<file path="config.mk">
export PLATFORM = sky130hd
export DESIGN_NAME = page_perm_check
export DESIGN_NICKNAME = d
export VERILOG_FILES = /design/src/rtl/page_perm_pkg.sv /design/src/rtl/page_perm_vec.sv /design/src/rtl/page_fault_sel.sv /design/src/rtl/page_leaf_update.sv /design/src/rtl/page_perm_check.sv
export SDC_FILE = /design/constraint.sdc
export NUM_CORES = 1
export LEC_CHECK = 0
export BUFFER_PORTS_ARGS = -buffer_cell sky130_fd_sc_hd__buf_2
export CAP_MARGIN = 20
export CORE_MARGIN = 2
export CORE_UTILIZATION = 25
export CTS_CLUSTER_DIAMETER = 120
export CTS_CLUSTER_SIZE = 28
export DETAILED_ROUTE_END_ITERATION = 7
export SYNTH_ARGS = -nofsm -noshare
export SYNTH_HDL_FRONTEND = slang
export SYNTH_HIERARCHICAL = 1
export SYNTH_SLANG_ARGS = --single-unit
export TNS_END_PERCENT = 1
</file>
<file path="constraint.sdc">
create_clock -name clk -period 0.99 [get_ports clk]
set_input_delay 0.198 -clock clk [delete_from_list [all_inputs] [get_ports clk]]
set_output_delay 0.198 -clock clk [all_outputs]
set_load 0.05 [all_outputs]
</file>
<file path="src/rtl/page_perm_pkg.sv">
package page_perm_pkg;

  localparam int KIND_W = 2;
  localparam int ERR_W  = 5;

  // error-code bit positions
  localparam int EB_PROT  = 0;
  localparam int EB_WRITE = 1;
  localparam int EB_USER  = 2;
  localparam int EB_RSVD  = 3;
  localparam int EB_FETCH = 4;

  typedef enum logic [KIND_W-1:0] {
    KIND_READ  = 2'd0,
    KIND_WRITE = 2'd1,
    KIND_FETCH = 2'd2,
    KIND_BAD   = 2'd3
  } acc_kind_e;

  typedef struct packed {
    logic r;
    logic w;
    logic x;
  } perm_vec_t;

  typedef struct packed {
    logic usr;
    logic wr;
    logic nx;
  } leaf_flags_t;

  typedef struct packed {
    logic sap;
    logic wp;
    logic sep;
    logic nxe;
  } ctl_bits_t;

  function automatic logic fn_read_ok(input logic user_acc, input leaf_flags_t f,
                                      input ctl_bits_t c);
    return !(c.sap && !user_acc && f.usr);
  endfunction

  function automatic logic fn_write_ok(input logic rd_ok, input logic user_acc,
                                       input leaf_flags_t f, input ctl_bits_t c);
    return rd_ok && (f.wr || (!user_acc && !c.wp));
  endfunction

  function automatic logic fn_exec_ok(input logic user_acc, input leaf_flags_t f,
                                      input ctl_bits_t c);
    return !f.nx && (user_acc || !(c.sep && f.usr));
  endfunction

  function automatic logic fn_kind_allowed(input acc_kind_e k, input perm_vec_t p);
    logic ok;
    case (k)
      KIND_READ:  ok = p.r;
      KIND_WRITE: ok = p.w;
      KIND_FETCH: ok = p.x;
      default:    ok = 1'b0;
    endcase
    return ok;
  endfunction

  function automatic logic [ERR_W-1:0] fn_err_code(input logic flt, input logic rsvd,
                                                   input acc_kind_e k, input logic user_acc,
                                                   input ctl_bits_t c);
    logic [ERR_W-1:0] e;
    e = '0;
    if (flt) begin
      e[EB_PROT]  = 1'b1;
      e[EB_WRITE] = (k == KIND_WRITE);
      e[EB_USER]  = user_acc;
      e[EB_RSVD]  = rsvd;
      e[EB_FETCH] = (k == KIND_FETCH) && (c.nxe || c.sep);
    end
    return e;
  endfunction

endpackage

</file>
<file path="src/rtl/page_perm_vec.sv">
module page_perm_vec
  import page_perm_pkg::*;
(
  input  logic        user_acc,
  input  leaf_flags_t flags,
  input  ctl_bits_t   ctl,
  output perm_vec_t   perm
);

  logic rd_ok;
  logic wr_ok;
  logic ex_ok;

  always_comb begin
    rd_ok = fn_read_ok(user_acc, flags, ctl);
    wr_ok = fn_write_ok(rd_ok, user_acc, flags, ctl);
    ex_ok = fn_exec_ok(user_acc, flags, ctl);
    perm  = '{r: rd_ok, w: wr_ok, x: ex_ok};
  end

endmodule

</file>
<file path="src/rtl/page_fault_sel.sv">
module page_fault_sel
  import page_perm_pkg::*;
(
  input  acc_kind_e        kind,
  input  logic             user_acc,
  input  logic             page_usr,
  input  logic             rsvd,
  input  ctl_bits_t        ctl,
  input  perm_vec_t        perm,
  output logic             user_viol,
  output logic             kind_denied,
  output logic             flt,
  output logic [ERR_W-1:0] err
);

  always_comb begin
    user_viol   = user_acc && !page_usr;
    kind_denied = !fn_kind_allowed(kind, perm);
    flt         = rsvd || user_viol || kind_denied;
    err         = fn_err_code(flt, rsvd, kind, user_acc, ctl);
  end

endmodule

</file>
<file path="src/rtl/page_leaf_update.sv">
module page_leaf_update
  import page_perm_pkg::*;
(
  input  acc_kind_e kind,
  input  logic      flt,
  input  logic      dirty_in,
  input  logic      acc_in,
  input  perm_vec_t perm,
  output logic      mark_dirty,
  output logic      mark_acc,
  output perm_vec_t granted
);

  logic dirty_after;

  always_comb begin
    mark_dirty  = !flt && (kind == KIND_WRITE) && !dirty_in;
    mark_acc    = !flt && (!acc_in || mark_dirty);
    dirty_after = dirty_in || mark_dirty;
    if (flt) begin
      granted = '0;
    end else begin
      granted   = perm;
      granted.w = perm.w && dirty_after;
    end
  end

endmodule

</file>
<file path="src/rtl/page_perm_check.sv">
module page_perm_check
  import page_perm_pkg::*;
#(
  parameter int EW = ERR_W
) (
  input  logic          clk,
  input  logic          rst_n,
  input  logic          req_valid,
  input  logic [1:0]    req_kind,
  input  logic          req_user,
  input  logic          leaf_usr,
  input  logic          leaf_wr,
  input  logic          leaf_nx,
  input  logic          leaf_dirty,
  input  logic          leaf_acc,
  input  logic          leaf_rsvd,
  input  logic          ctl_sap,
  input  logic          ctl_wp,
  input  logic          ctl_sep,
  input  logic          ctl_nxe,
  output logic          done,
  output logic          allow_r,
  output logic          allow_w,
  output logic          allow_x,
  output logic          fault,
  output logic [EW-1:0] err_code,
  output logic          set_acc,
  output logic          set_dirty
);

  leaf_flags_t      flags_w;
  ctl_bits_t        ctl_w;
  acc_kind_e        kind_w;
  perm_vec_t        perm_w;
  perm_vec_t        grant_w;
  logic             user_viol_w;
  logic             kind_denied_w;
  logic             flt_w;
  logic [ERR_W-1:0] err_w;
  logic             mark_d_w;
  logic             mark_a_w;

  always_comb begin
    flags_w = '{usr: leaf_usr, wr: leaf_wr, nx: leaf_nx};
    ctl_w   = '{sap: ctl_sap, wp: ctl_wp, sep: ctl_sep, nxe: ctl_nxe};
    kind_w  = acc_kind_e'(req_kind);
  end

  page_perm_vec u_vec (
    .user_acc (req_user),
    .flags    (flags_w),
    .ctl      (ctl_w),
    .perm     (perm_w)
  );

  page_fault_sel u_sel (
    .kind        (kind_w),
    .user_acc    (req_user),
    .page_usr    (leaf_usr),
    .rsvd        (leaf_rsvd),
    .ctl         (ctl_w),
    .perm        (perm_w),
    .user_viol   (user_viol_w),
    .kind_denied (kind_denied_w),
    .flt         (flt_w),
    .err         (err_w)
  );

  page_leaf_update u_upd (
    .kind       (kind_w),
    .flt        (flt_w),
    .dirty_in   (leaf_dirty),
    .acc_in     (leaf_acc),
    .perm       (perm_w),
    .mark_dirty (mark_d_w),
    .mark_acc   (mark_a_w),
    .granted    (grant_w)
  );

  always_ff @(posedge clk or negedge rst_n) begin
    if (!rst_n) begin
      done      <= 1'b0;
      allow_r   <= 1'b0;
      allow_w   <= 1'b0;
      allow_x   <= 1'b0;
      fault     <= 1'b0;
      err_code  <= '0;
      set_acc   <= 1'b0;
      set_dirty <= 1'b0;
    end else begin
      done <= req_valid;
      if (req_valid) begin
        allow_r   <= grant_w.r;
        allow_w   <= grant_w.w;
        allow_x   <= grant_w.x;
        fault     <= flt_w;
        err_code  <= EW'(err_w);
        set_acc   <= mark_a_w;
        set_dirty <= mark_d_w;
      end
    end
  end

  AST_DONE_FOLLOWS_VALID: assert property (@(posedge clk) disable iff (!rst_n)
    req_valid |=> done);
  AST_NO_SPURIOUS_DONE: assert property (@(posedge clk) disable iff (!rst_n)
    !req_valid |=> !done);
  AST_HOLD_BETWEEN: assert property (@(posedge clk) disable iff (!rst_n)
    !req_valid |=> ($stable(fault) && $stable(err_code) && $stable(allow_w)));
  AST_USER_PAGE_GUARD: assert property (@(posedge clk) disable iff (!rst_n)
    (req_valid && req_user && !leaf_usr) |=> (fault && err_code[EB_USER] && err_code[EB_PROT]));
  AST_RSVD_FAULTS: assert property (@(posedge clk) disable iff (!rst_n)
    (req_valid && leaf_rsvd) |=> (fault && err_code[EB_RSVD]));
  AST_WRITE_NEEDS_READ: assert property (@(posedge clk) disable iff (!rst_n)
    allow_w |-> allow_r);
  AST_FAULT_BLOCKS_ALL: assert property (@(posedge clk) disable iff (!rst_n)
    fault |-> !(allow_r || allow_w || allow_x || set_acc || set_dirty));
  AST_FAULT_MARKED: assert property (@(posedge clk) disable iff (!rst_n)
    fault |-> err_code[EB_PROT]);
  AST_CLEAN_ERR: assert property (@(posedge clk) disable iff (!rst_n)
    !fault |-> (err_code == '0));
  AST_DIRTY_WITH_ACC: assert property (@(posedge clk) disable iff (!rst_n)
    set_dirty |-> set_acc);

endmodule

</file>
After elaboration in Yosys (flattened, before gate mapping)
Index checks and enable logic that the tools add are counted.
{"block": "totals", "elab_cells": 43, "inputBits": 16, "register_bits": 12, "output_inout_bits": 12}
{"block": "op_classes", "mux": 3, "reduce_logical": 30, "eq_ne": 2}
{"op": "logical AND 1 bit", "count": 12}
{"op": "zero test 1 bit", "count": 10}
{"op": "logical OR 1 bit", "count": 7}
{"op": "two-way mux 5 bit", "count": 1}
{"op": "two-way mux 3 bit", "count": 1}
{"op": "one-hot mux 1 bit (3 select lines)", "count": 1}
{"op": "equality test 2 x 1 -> 1 bit (second input constant)", "count": 1}
{"op": "equality test 2 bit (second input constant)", "count": 1}
{"op": "zero test 2 bit", "count": 1}

Depth between registers and ports, before layout
Gate-level depths: netlist of the first run.
{"block": "logic_depth", "depth_word": 14, "ltp_mapped": 9, "ltp_nobuf": 8}

By module
The synthesis of the first run kept the hierarchy.
{"module": "page_perm_check", "n_inst": 1, "area_per_inst_um2": 473.0, "seq_area_each_um2": 300.3, "cells_each": 24}
{"module": "page_fault_sel", "n_inst": 1, "area_per_inst_um2": 86.3, "seq_area_each_um2": 0.0, "cells_each": 14}
{"module": "page_perm_vec", "n_inst": 1, "area_per_inst_um2": 63.8, "seq_area_each_um2": 0.0, "cells_each": 8}
{"module": "page_leaf_update", "n_inst": 1, "area_per_inst_um2": 55.1, "seq_area_each_um2": 0.0, "cells_each": 9}

Worst setup path after synthesis of the first run
OpenSTA, ideal clock, no wires.
{"block": "synth_timing", "path_kind": "input port to flip-flop", "startpoint": "in req_user", "endpoint": "reg allow_r", "arrival_time_ns": 1.298, "setup_time_ns": 0.125, "cell_stages": 8, "slack_ns": -0.433, "path_buffers": 1, "t_required_ns": 0.865, "path_cell_list": "nand3b_4 -> o21a_1 -> buf_4 -> nand3b_1 -> o21ai_2 -> nand2_1 -> and2b_2 -> mux2_4"}
{"item": "start: declaration", "line_no": "page_perm_check.sv:10", "text": "input logic req_user,"}
{"item": "end signal: assignment", "line_no": "page_perm_check.sv:93", "text": "allow_r <= grant_w.r;"}
{"item": "end: declaration", "line_no": "page_perm_check.sv:22", "text": "output logic allow_r,"}

==> impl_metrics.env, run 1 <==
export IMPL_status="complete, but fails checks"
export IMPL_violations="setup timing"
export IMPL_cp_slowest_cell="mux2_4"
export IMPL_synth_warnings=6
export IMPL_placed_cell_area_sq_um=907
export IMPL_slew_violations=0
export IMPL_max_freq_ghz=0.862
export IMPL_fin_crit_sh_pct=117
export IMPL_diodes=0
export IMPL_postSynthCellCount=54
export IMPL_power_uw=1410
export IMPL_setup_tns_ns=-1.37
export IMPL_finalClockSkew_ns=0
export IMPL_vdd_drop_max_uv=624
export IMPL_globalplace_congestion=0.757
export IMPL_path_max_fanout=5
export IMPL_slew_headroom_pct=81.6
export IMPL_first_global_vias=539
export IMPL_place_ws_ns=-0.522
export IMPL_crit_type="in -> reg"
export IMPL_clk_pin_slew_ns=0.08
export IMPL_pin_count=28
export IMPL_final_setup_viol_count=21
export IMPL_finalCriticalPeriod_ns=1.16
export IMPL_multiInputGateArea_sq_um=344
export IMPL_grt_max_degree=13
export IMPL_path_delay_family="simple AND/OR/NAND/NOR gates"
export IMPL_dp_hpwl_um=1110
export IMPL_die_x_um=55.9
export IMPL_hold_class="in -> reg"
export IMPL_num_vias=520
export IMPL_die_h_um=55.9
export IMPL_grt_pass1_wl_um=2410
export IMPL_clkLatencyLatePin_ns=0.27
export IMPL_cpPeakStageDelay_ns=0.25
export IMPL_crit_required_ns=1.15
export IMPL_critPathBufInv=1
export IMPL_synthesis_area_sq_um=674
export IMPL_power_leakage_uw=0.000554
export IMPL_grt_antenna_before_repair=0
export IMPL_io_buffers=27
export IMPL_worstPathArrival_ns=1.32
export IMPL_clock_path_buffers=2
export IMPL_cap_violations=0
export IMPL_drt_total_wl_um=1390
export IMPL_first_iter_violations=2
export IMPL_fillers=247
export IMPL_gr_usage_all_layers_pct=9.70
export IMPL_cts_root_buffer="clkbuf_4"
export IMPL_layout_commonest_cell="buf_4"
export IMPL_hold_violations=0
export IMPL_powerDensity_nw_per_um2=1290
export IMPL_numCtsBuffers=3
export IMPL_rsz0062_at_grt="true"
export IMPL_postSynthAreaPerCell_sq_um=12.5
export IMPL_via_per_inst=4.16
export IMPL_postRouteAntennaNets=0
export IMPL_crit_chain="buf_8, nand3b_4, o21a_1, nand3b_1, o21ai_2, nand2_2, and2b_2, mux2_4"
export IMPL_cp_start_kind="input port"
export IMPL_nets=112
export IMPL_worst_slew_pin_slew_ns=0.276
export IMPL_stdcell_area_sq_um=1090
export IMPL_end_kind="flip-flop"
export IMPL_die_area_sq_um=3130
export IMPL_synthToLayoutAreaGrowth_pct=62.2
export IMPL_firstDrtPassIters=4
export IMPL_synth_fp_nets=70
export IMPL_initial_core_util_pct=26.7
export IMPL_finalWorstSetupSlack_ns=-0.170
export IMPL_seqCellArea_sq_um=300
export IMPL_row_count=18
export IMPL_coreArea_sq_um=2520
export IMPL_drive_gt1_share_pct=69.5
export IMPL_layout_common_cells="buf_4 (15), buf_6 (13), dfrtp_1 (12), buf_2 (12), mux2_4 (10)"
export IMPL_wire_per_inst_um=11.1
export IMPL_grt_remaining_overflow=0
export IMPL_drc=0
export IMPL_holdWs_ns=0.238
export IMPL_cts_htree_levels=1
export IMPL_clock_sinks=12
export IMPL_cts_tree="done"
-- per-stage QoR --
stage               utilization (%)  instances
detailed placement             36.0        117
global route                   43.4        125
finish                         43.4        125
CTS                            42.9        124
floorplan                         -         54
global placement               36.0        117
-- state kept, by name (all words and copies together) (netlist names) --
register   count
set_dirty      1
err_code       5
allow_r        1
set_acc        1
allow_w        1
allow_x        1
fault          1
done           1
-- path summary, 6_finish.rpt --
path,cells after the start,end,from,slack [ns]
hold reg to reg,1,err_code[3],err_code[3],0.53
setup / recovery,8,allow_x,req_user,-0.17
max in group asynchronous,2,err_code[3],rst_n,0.44
min in group asynchronous,2,set_dirty,rst_n,0.33
setup reg to reg,1,allow_r,allow_r,0.21
hold / removal,2,done,req_valid,0.24
-- area by class of cell --
cell class	instances	share of cell area (%)
inverter	3	1.03
sequential	12	27.5
clock buffer	4	3.32
tap	30	3.43
multi-input combinational	33	31.5
timing repair buffer	43	33.3
-- repair_timing --
item	CTS	global route
hold buffers	1	0
endpoints found under the setup margin	22	22
hold endpoints to repair	12	0
resized for setup	33	1
buffers inserted	2	1
gates cloned	0	0
pin swaps	4	0
-- routing by layer --
layer | up-vias | GRT usage [%] | wire (um)
li1 | 263 | - | -
met1 | 238 | 13.0 | 636
met2 | 19 | 15.1 | 681
met3 | 0 | 0.698 | 69
met4 | 0 | 6.12 | 0
met5 | - | 0 | 0
-- report_power, final --
group	switching [uW]	internal [uW]
Clock	162	223
Sequential	26.7	526
Combinational	240	229
(Power assumes the default switching activity.)
==> run 2, diff against run 1 <==
--- a/config.mk
+++ b/config.mk
@@ -8,10 +8,10 @@
 export BUFFER_PORTS_ARGS = -buffer_cell sky130_fd_sc_hd__buf_2
 export CAP_MARGIN = 20
 export CORE_MARGIN = 2
-export CORE_UTILIZATION = 25
-export CTS_CLUSTER_DIAMETER = 120
+export CORE_UTILIZATION = 38
 export CTS_CLUSTER_SIZE = 28
 export DETAILED_ROUTE_END_ITERATION = 7
+export PLACE_DENSITY = 0.66
 export SYNTH_ARGS = -nofsm -noshare
 export SYNTH_HDL_FRONTEND = slang
 export SYNTH_HIERARCHICAL = 1
==> constraint.sdc (replaced) <==
create_clock -name clk -period 0.99 [get_ports clk]
set_input_delay 0.099 -clock clk [delete_from_list [all_inputs] [get_ports clk]]
set_output_delay 0.099 -clock clk [all_outputs]
set_load 0.05 [all_outputs]
==> impl_metrics.env, run 2 (synthesized netlist as in run 1, its figures left out) <==
export IMPL_status="complete, but fails checks"
export IMPL_violations="setup timing"
export IMPL_cts_root_buffer="clkbuf_4"
export IMPL_io_buffers=27
export IMPL_grt_remaining_overflow=0
export IMPL_wire_per_inst_um=13.1
export IMPL_placed_cell_area_sq_um=848
export IMPL_cap_violations=0
export IMPL_cts_tree="done"
export IMPL_die_area_sq_um=2130
export IMPL_holdPathStages=2
export IMPL_slew_violations=0
export IMPL_hold_violations=0
export IMPL_grt_max_degree=13
export IMPL_finalClockSkew_ns=0
export IMPL_grt_pass1_wl_um=2190
export IMPL_fin_crit_sh_pct=106
export IMPL_first_iter_violations=1
export IMPL_finalCriticalPeriod_ns=1.05
export IMPL_layout_commonest_cell="buf_4"
export IMPL_coreArea_sq_um=1690
export IMPL_finalWorstSetupSlack_ns=-0.0584
export IMPL_nets=105
export IMPL_largest_register="err_code"
export IMPL_vdd_drop_max_uv=697
export IMPL_worstPathArrival_ns=1.21
export IMPL_power_leakage_uw=0.000509
export IMPL_globalplace_congestion=0.706
export IMPL_reg2reg_slack_ns=0.20
export IMPL_worst_slew_pin_slew_ns=0.348
export IMPL_die_h_um=46.1
export IMPL_clock_sinks=12
export IMPL_dp_hpwl_um=1040
export IMPL_crit_type="in -> reg"
export IMPL_clkLatencyLatePin_ns=0.27
export IMPL_cp_start_kind="input port"
export IMPL_grt_antenna_before_repair=0
export IMPL_clk_pin_slew_ns=0.07
export IMPL_numCtsBuffers=3
export IMPL_r2r_end="err_code[1]"
export IMPL_drive_gt1_share_pct=69.3
export IMPL_largest_register_ffs=5
export IMPL_cts_htree_levels=1
export IMPL_min_from="leaf_rsvd"
export IMPL_end_kind="flip-flop"
export IMPL_pin_count=28
export IMPL_place_ws_ns=-0.409
export IMPL_path_max_fanout=5
export IMPL_min_to="err_code[3]"
export IMPL_num_vias=510
export IMPL_power_uw=1370
export IMPL_via_per_inst=4.86
export IMPL_layout_common_cells="buf_4 (18), buf_2 (13), dfrtp_1 (12)"
export IMPL_initial_core_util_pct=39.9
export IMPL_drt_total_wl_um=1370
export IMPL_slew_headroom_pct=76.8
export IMPL_max_freq_ghz=0.954
export IMPL_diodes=0
export IMPL_gr_usage_all_layers_pct=15.2
export IMPL_rsz0062_at_grt="true"
export IMPL_synthToLayoutAreaGrowth_pct=45.3
export IMPL_stdcell_area_sq_um=980
export IMPL_fillers=143
export IMPL_postRouteAntennaNets=0
export IMPL_final_setup_viol_count=3
export IMPL_hold_class="in -> reg"
export IMPL_drc=0
export IMPL_r2r_start="err_code[1]"
export IMPL_powerDensity_nw_per_um2=1390
export IMPL_first_global_vias=526
export IMPL_clock_path_buffers=2
export IMPL_row_count=15
export IMPL_firstDrtPassIters=4
export IMPL_rr_worst_depth=1
export IMPL_die_x_um=46.1
export IMPL_crit_required_ns=1.15
-- run 2: where the power goes --
| part | internal, uW | leakage (uW) | switching (uW) |
|---|---|---|---|
| logic | 188 | 0.000338 | 240 |
| registers | 526 | 0.000150 | 20.3 |
| clock network | 223 | 0.0000210 | 168 |
| total | 938 | 0.000509 | 428 |
-- run 2: per-layer routing --
metal	global-route usage [%]	up-vias	wire length, um
met1	18.9	238	624
li1	-	250	-
met3	7.84	2	79
met5	0	-	0
met4	5.14	0	19
met2	22.5	20	650
-- run 2: timing repair --
action / CTS / global route
gates resized for setup: 15 / 13
hold buffers: 1 / 0
gates cloned: 0 / 0
endpoints found under the hold margin: 12 / 0
setup buffers: 0 / 0
pin swaps: 5 / 1
setup endpoints to repair: 17 / 14
-- run 2: worst max path at each step --
stage,cells past startpoint,end,start,slack [ns]
after floorplan,8,allow_r,req_user,-0.29
after global placement,8,allow_x,req_user,-0.34
after detailed placement,9,set_acc,req_user,-0.41
after CTS,8,set_acc,ctl_sep,-0.06
after global routing,9,set_acc,leaf_usr,-0.12
final,8,allow_x,req_user,-0.06
-- run 2: metrics by stage --
stage,cells,hold WS [ns],TNS (ns),utilization [%]
6_report,105,0.0889,-0.152,58.0
5_1_grt,105,0.0792,-0.496,58.0
4_1_cts,105,0.0778,-0.164,56.1
3_5_place_dp,100,-0.00844,-3.35,50.2
3_3_place_gp,100,-0.0164,-2.98,50.2
2_1_floorplan,54,-0.197,-1.91,-
-- run 2: cell type report --
type                    count  area (sq um)  area share (%)
flip-flops and latches     12           300            30.7
well taps                  17          21.3            2.17
inverters                   3          11.3            1.15
clock buffers               4          36.3            3.70
repair buffers             36           259            26.4
multi-input cells          33           352            35.9
-- run 2: worst max-delay path, cell delays in order --
cell and delay, ns:
buf_8 0.10, nand3b_4 0.15, o21a_1 0.12, nand3b_1 0.10
o21ai_2 0.07, nand2_2 0.09, and2b_2 0.22, mux2_4 0.25
==> run 3, diff against run 2 <==
==> constraint.sdc (replaced) <==
create_clock -name clk -period 1.1 [get_ports clk]
set_input_delay 0.11 -clock clk [delete_from_list [all_inputs] [get_ports clk]]
set_output_delay 0.11 -clock clk [all_outputs]
set_load 0.05 [all_outputs]
==> impl_metrics.env, run 3 (synthesized netlist as in run 1, its figures left out) <==
export IMPL_largest_register="err_code"
export IMPL_dp_cells=100
export IMPL_gr_usage_all_layers_pct=12.9
export IMPL_grt_pass1_wl_um=1900
export IMPL_r2r_start="set_acc"
export IMPL_pin_count=28
export IMPL_via_per_inst=4.70
export IMPL_cts_htree_levels=1
export IMPL_grtUsageMet2_pct=19.2
export IMPL_diodes=0
export IMPL_reg2reg_slack_ns=0.34
export IMPL_rr_worst_depth=1
export IMPL_stdcell_count=106
export IMPL_die_area_sq_um=2130
export IMPL_cap_violations=0
export IMPL_path_delay_family="compound AO/OA/AOI/OAI gates"
export IMPL_power_leakage_uw=0.000502
export IMPL_grt_max_degree=13
export IMPL_crit_required_ns=1.31
export IMPL_largest_register_ffs=5
export IMPL_first_iter_violations=3
export IMPL_postRouteAntennaNets=0
export IMPL_clock_sinks=12
export IMPL_layout_commonest_cell="buf_2"
export IMPL_min_to="err_code[3]"
export IMPL_critPathBufInv=1
export IMPL_layout_common_cells="buf_2 (25), dfrtp_1 (12), mux2_4 (10)"
export IMPL_max_freq_ghz=0.946
export IMPL_clk_pin_slew_ns=0.07
export IMPL_clock_path_buffers=2
export IMPL_cpPeakStageDelay_ns=0.25
export IMPL_crit_chain="buf_6, a31oi_4, mux2i_1, o21ai_2, nand2_2, or2_1, o22ai_1, mux2_4"
export IMPL_die_x_um=46.1
export IMPL_grt_met1_usage_pct=16.6
export IMPL_multiInputGateArea_sq_um=335
export IMPL_cts_root_buffer="clkbuf_4"
export IMPL_finalCriticalPeriod_ns=1.06
export IMPL_min_from="leaf_rsvd"
export IMPL_vdd_drop_max_uv=715
export IMPL_worst_slew_pin_slew_ns=0.351
export IMPL_slew_headroom_pct=76.6
export IMPL_drc=0
export IMPL_busiest_layer="met2"
export IMPL_holdWs_ns=0.103
export IMPL_final_setup_viol_count=0
export IMPL_finalClockSkew_ns=0
export IMPL_numCtsBuffers=3
export IMPL_fillers=161
export IMPL_cts_tree="done"
export IMPL_status="finished clean"
export IMPL_cp_slowest_cell="or2_1"
export IMPL_path_max_fanout=5
export IMPL_coreArea_sq_um=1690
export IMPL_drt_total_wl_um=1270
export IMPL_grt_remaining_overflow=0
export IMPL_powerDensity_nw_per_um2=1270
export IMPL_wire_per_inst_um=12.0
export IMPL_worstPathArrival_ns=1.27
export IMPL_power_uw=1180
export IMPL_nets=106
export IMPL_num_vias=498
export IMPL_cp_start_kind="input port"
export IMPL_first_global_vias=450
export IMPL_seqCellArea_sq_um=300
export IMPL_initial_core_util_pct=39.9
export IMPL_drive_gt1_share_pct=65.2
export IMPL_firstDrtPassIters=4
export IMPL_end_kind="flip-flop"
export IMPL_rsz0062_at_grt="true"
export IMPL_holdPathStages=2
export IMPL_fin_crit_sh_pct=96.1
export IMPL_hold_class="in -> reg"
export IMPL_globalplace_congestion=0.704
export IMPL_slew_violations=0
export IMPL_die_h_um=46.1
export IMPL_hold_violations=0
export IMPL_grt_use_met3_pct=2.75
export IMPL_grt_antenna_before_repair=0
export IMPL_clkLatencyLatePin_ns=0.26
export IMPL_r2r_end="set_acc"
export IMPL_crit_type="in -> reg"
export IMPL_io_buffers=27
export IMPL_row_count=15
export IMPL_dp_hpwl_um=991
export IMPL_synthToLayoutAreaGrowth_pct=38.4
## run 3: where the power goes
| part | switching, uW | internal, uW | total, uW |
|---|---|---|---|
| sequential | 16.0 | 473 | 489 |
| combinational | 210 | 146 | 356 |
| clock | 136 | 201 | 337 |
| total | 362 | 820 | 1180 |
## run 3: area by class of cell
class | count | area share [%]
multi-input cells | 33 | 35.9
flip-flops and latches | 12 | 32.2
repair buffers | 37 | 24.5
clock buffers | 4 | 3.89
well taps | 17 | 2.28
inverters | 3 | 1.21
## run 3: layer usage
layer | vias to the layer above | wire [um]
met5 | - | 0
met4 | 0 | 17
met3 | 2 | 78
met2 | 20 | 586
met1 | 226 | 585
li1 | 250 | -
## run 3: worst max path at each step
| stage | start | end | slack, ns | depth (start not counted) |
|---|---|---|---|---|
| floorplan | req_user | allow_r | -0.19 | 8 |
| global placement | req_user | allow_x | -0.24 | 8 |
| detailed placement | req_user | set_acc | -0.29 | 9 |
| CTS | ctl_sep | set_acc | 0.0003 | 8 |
| global route | leaf_usr | set_acc | -0.06 | 8 |
| finish | leaf_usr | set_acc | 0.04 | 8 |
## run 3: through the flow
stage | setup TNS [ns] | instance area, sq um | setup WS (ns) | utilization (%)
floorplan | -0.944 | 677 | -0.187 | -
global placement | -2.00 | 848 | -0.243 | 50.2
detailed placement | -2.31 | 848 | -0.293 | 50.2
CTS | 0 | 901 | 0.000345 | 53.3
global route | -0.141 | 933 | -0.0617 | 55.3
finish | 0 | 933 | 0.0428 | 55.3
## run 3: what timing repair did
item,4_1_cts,5_1_grt
setup endpoints to repair,1,8
hold endpoints to repair,12,0
resized for setup,1,7
buffers inserted,0,1
hold buffers,1,0
pin swaps,4,4
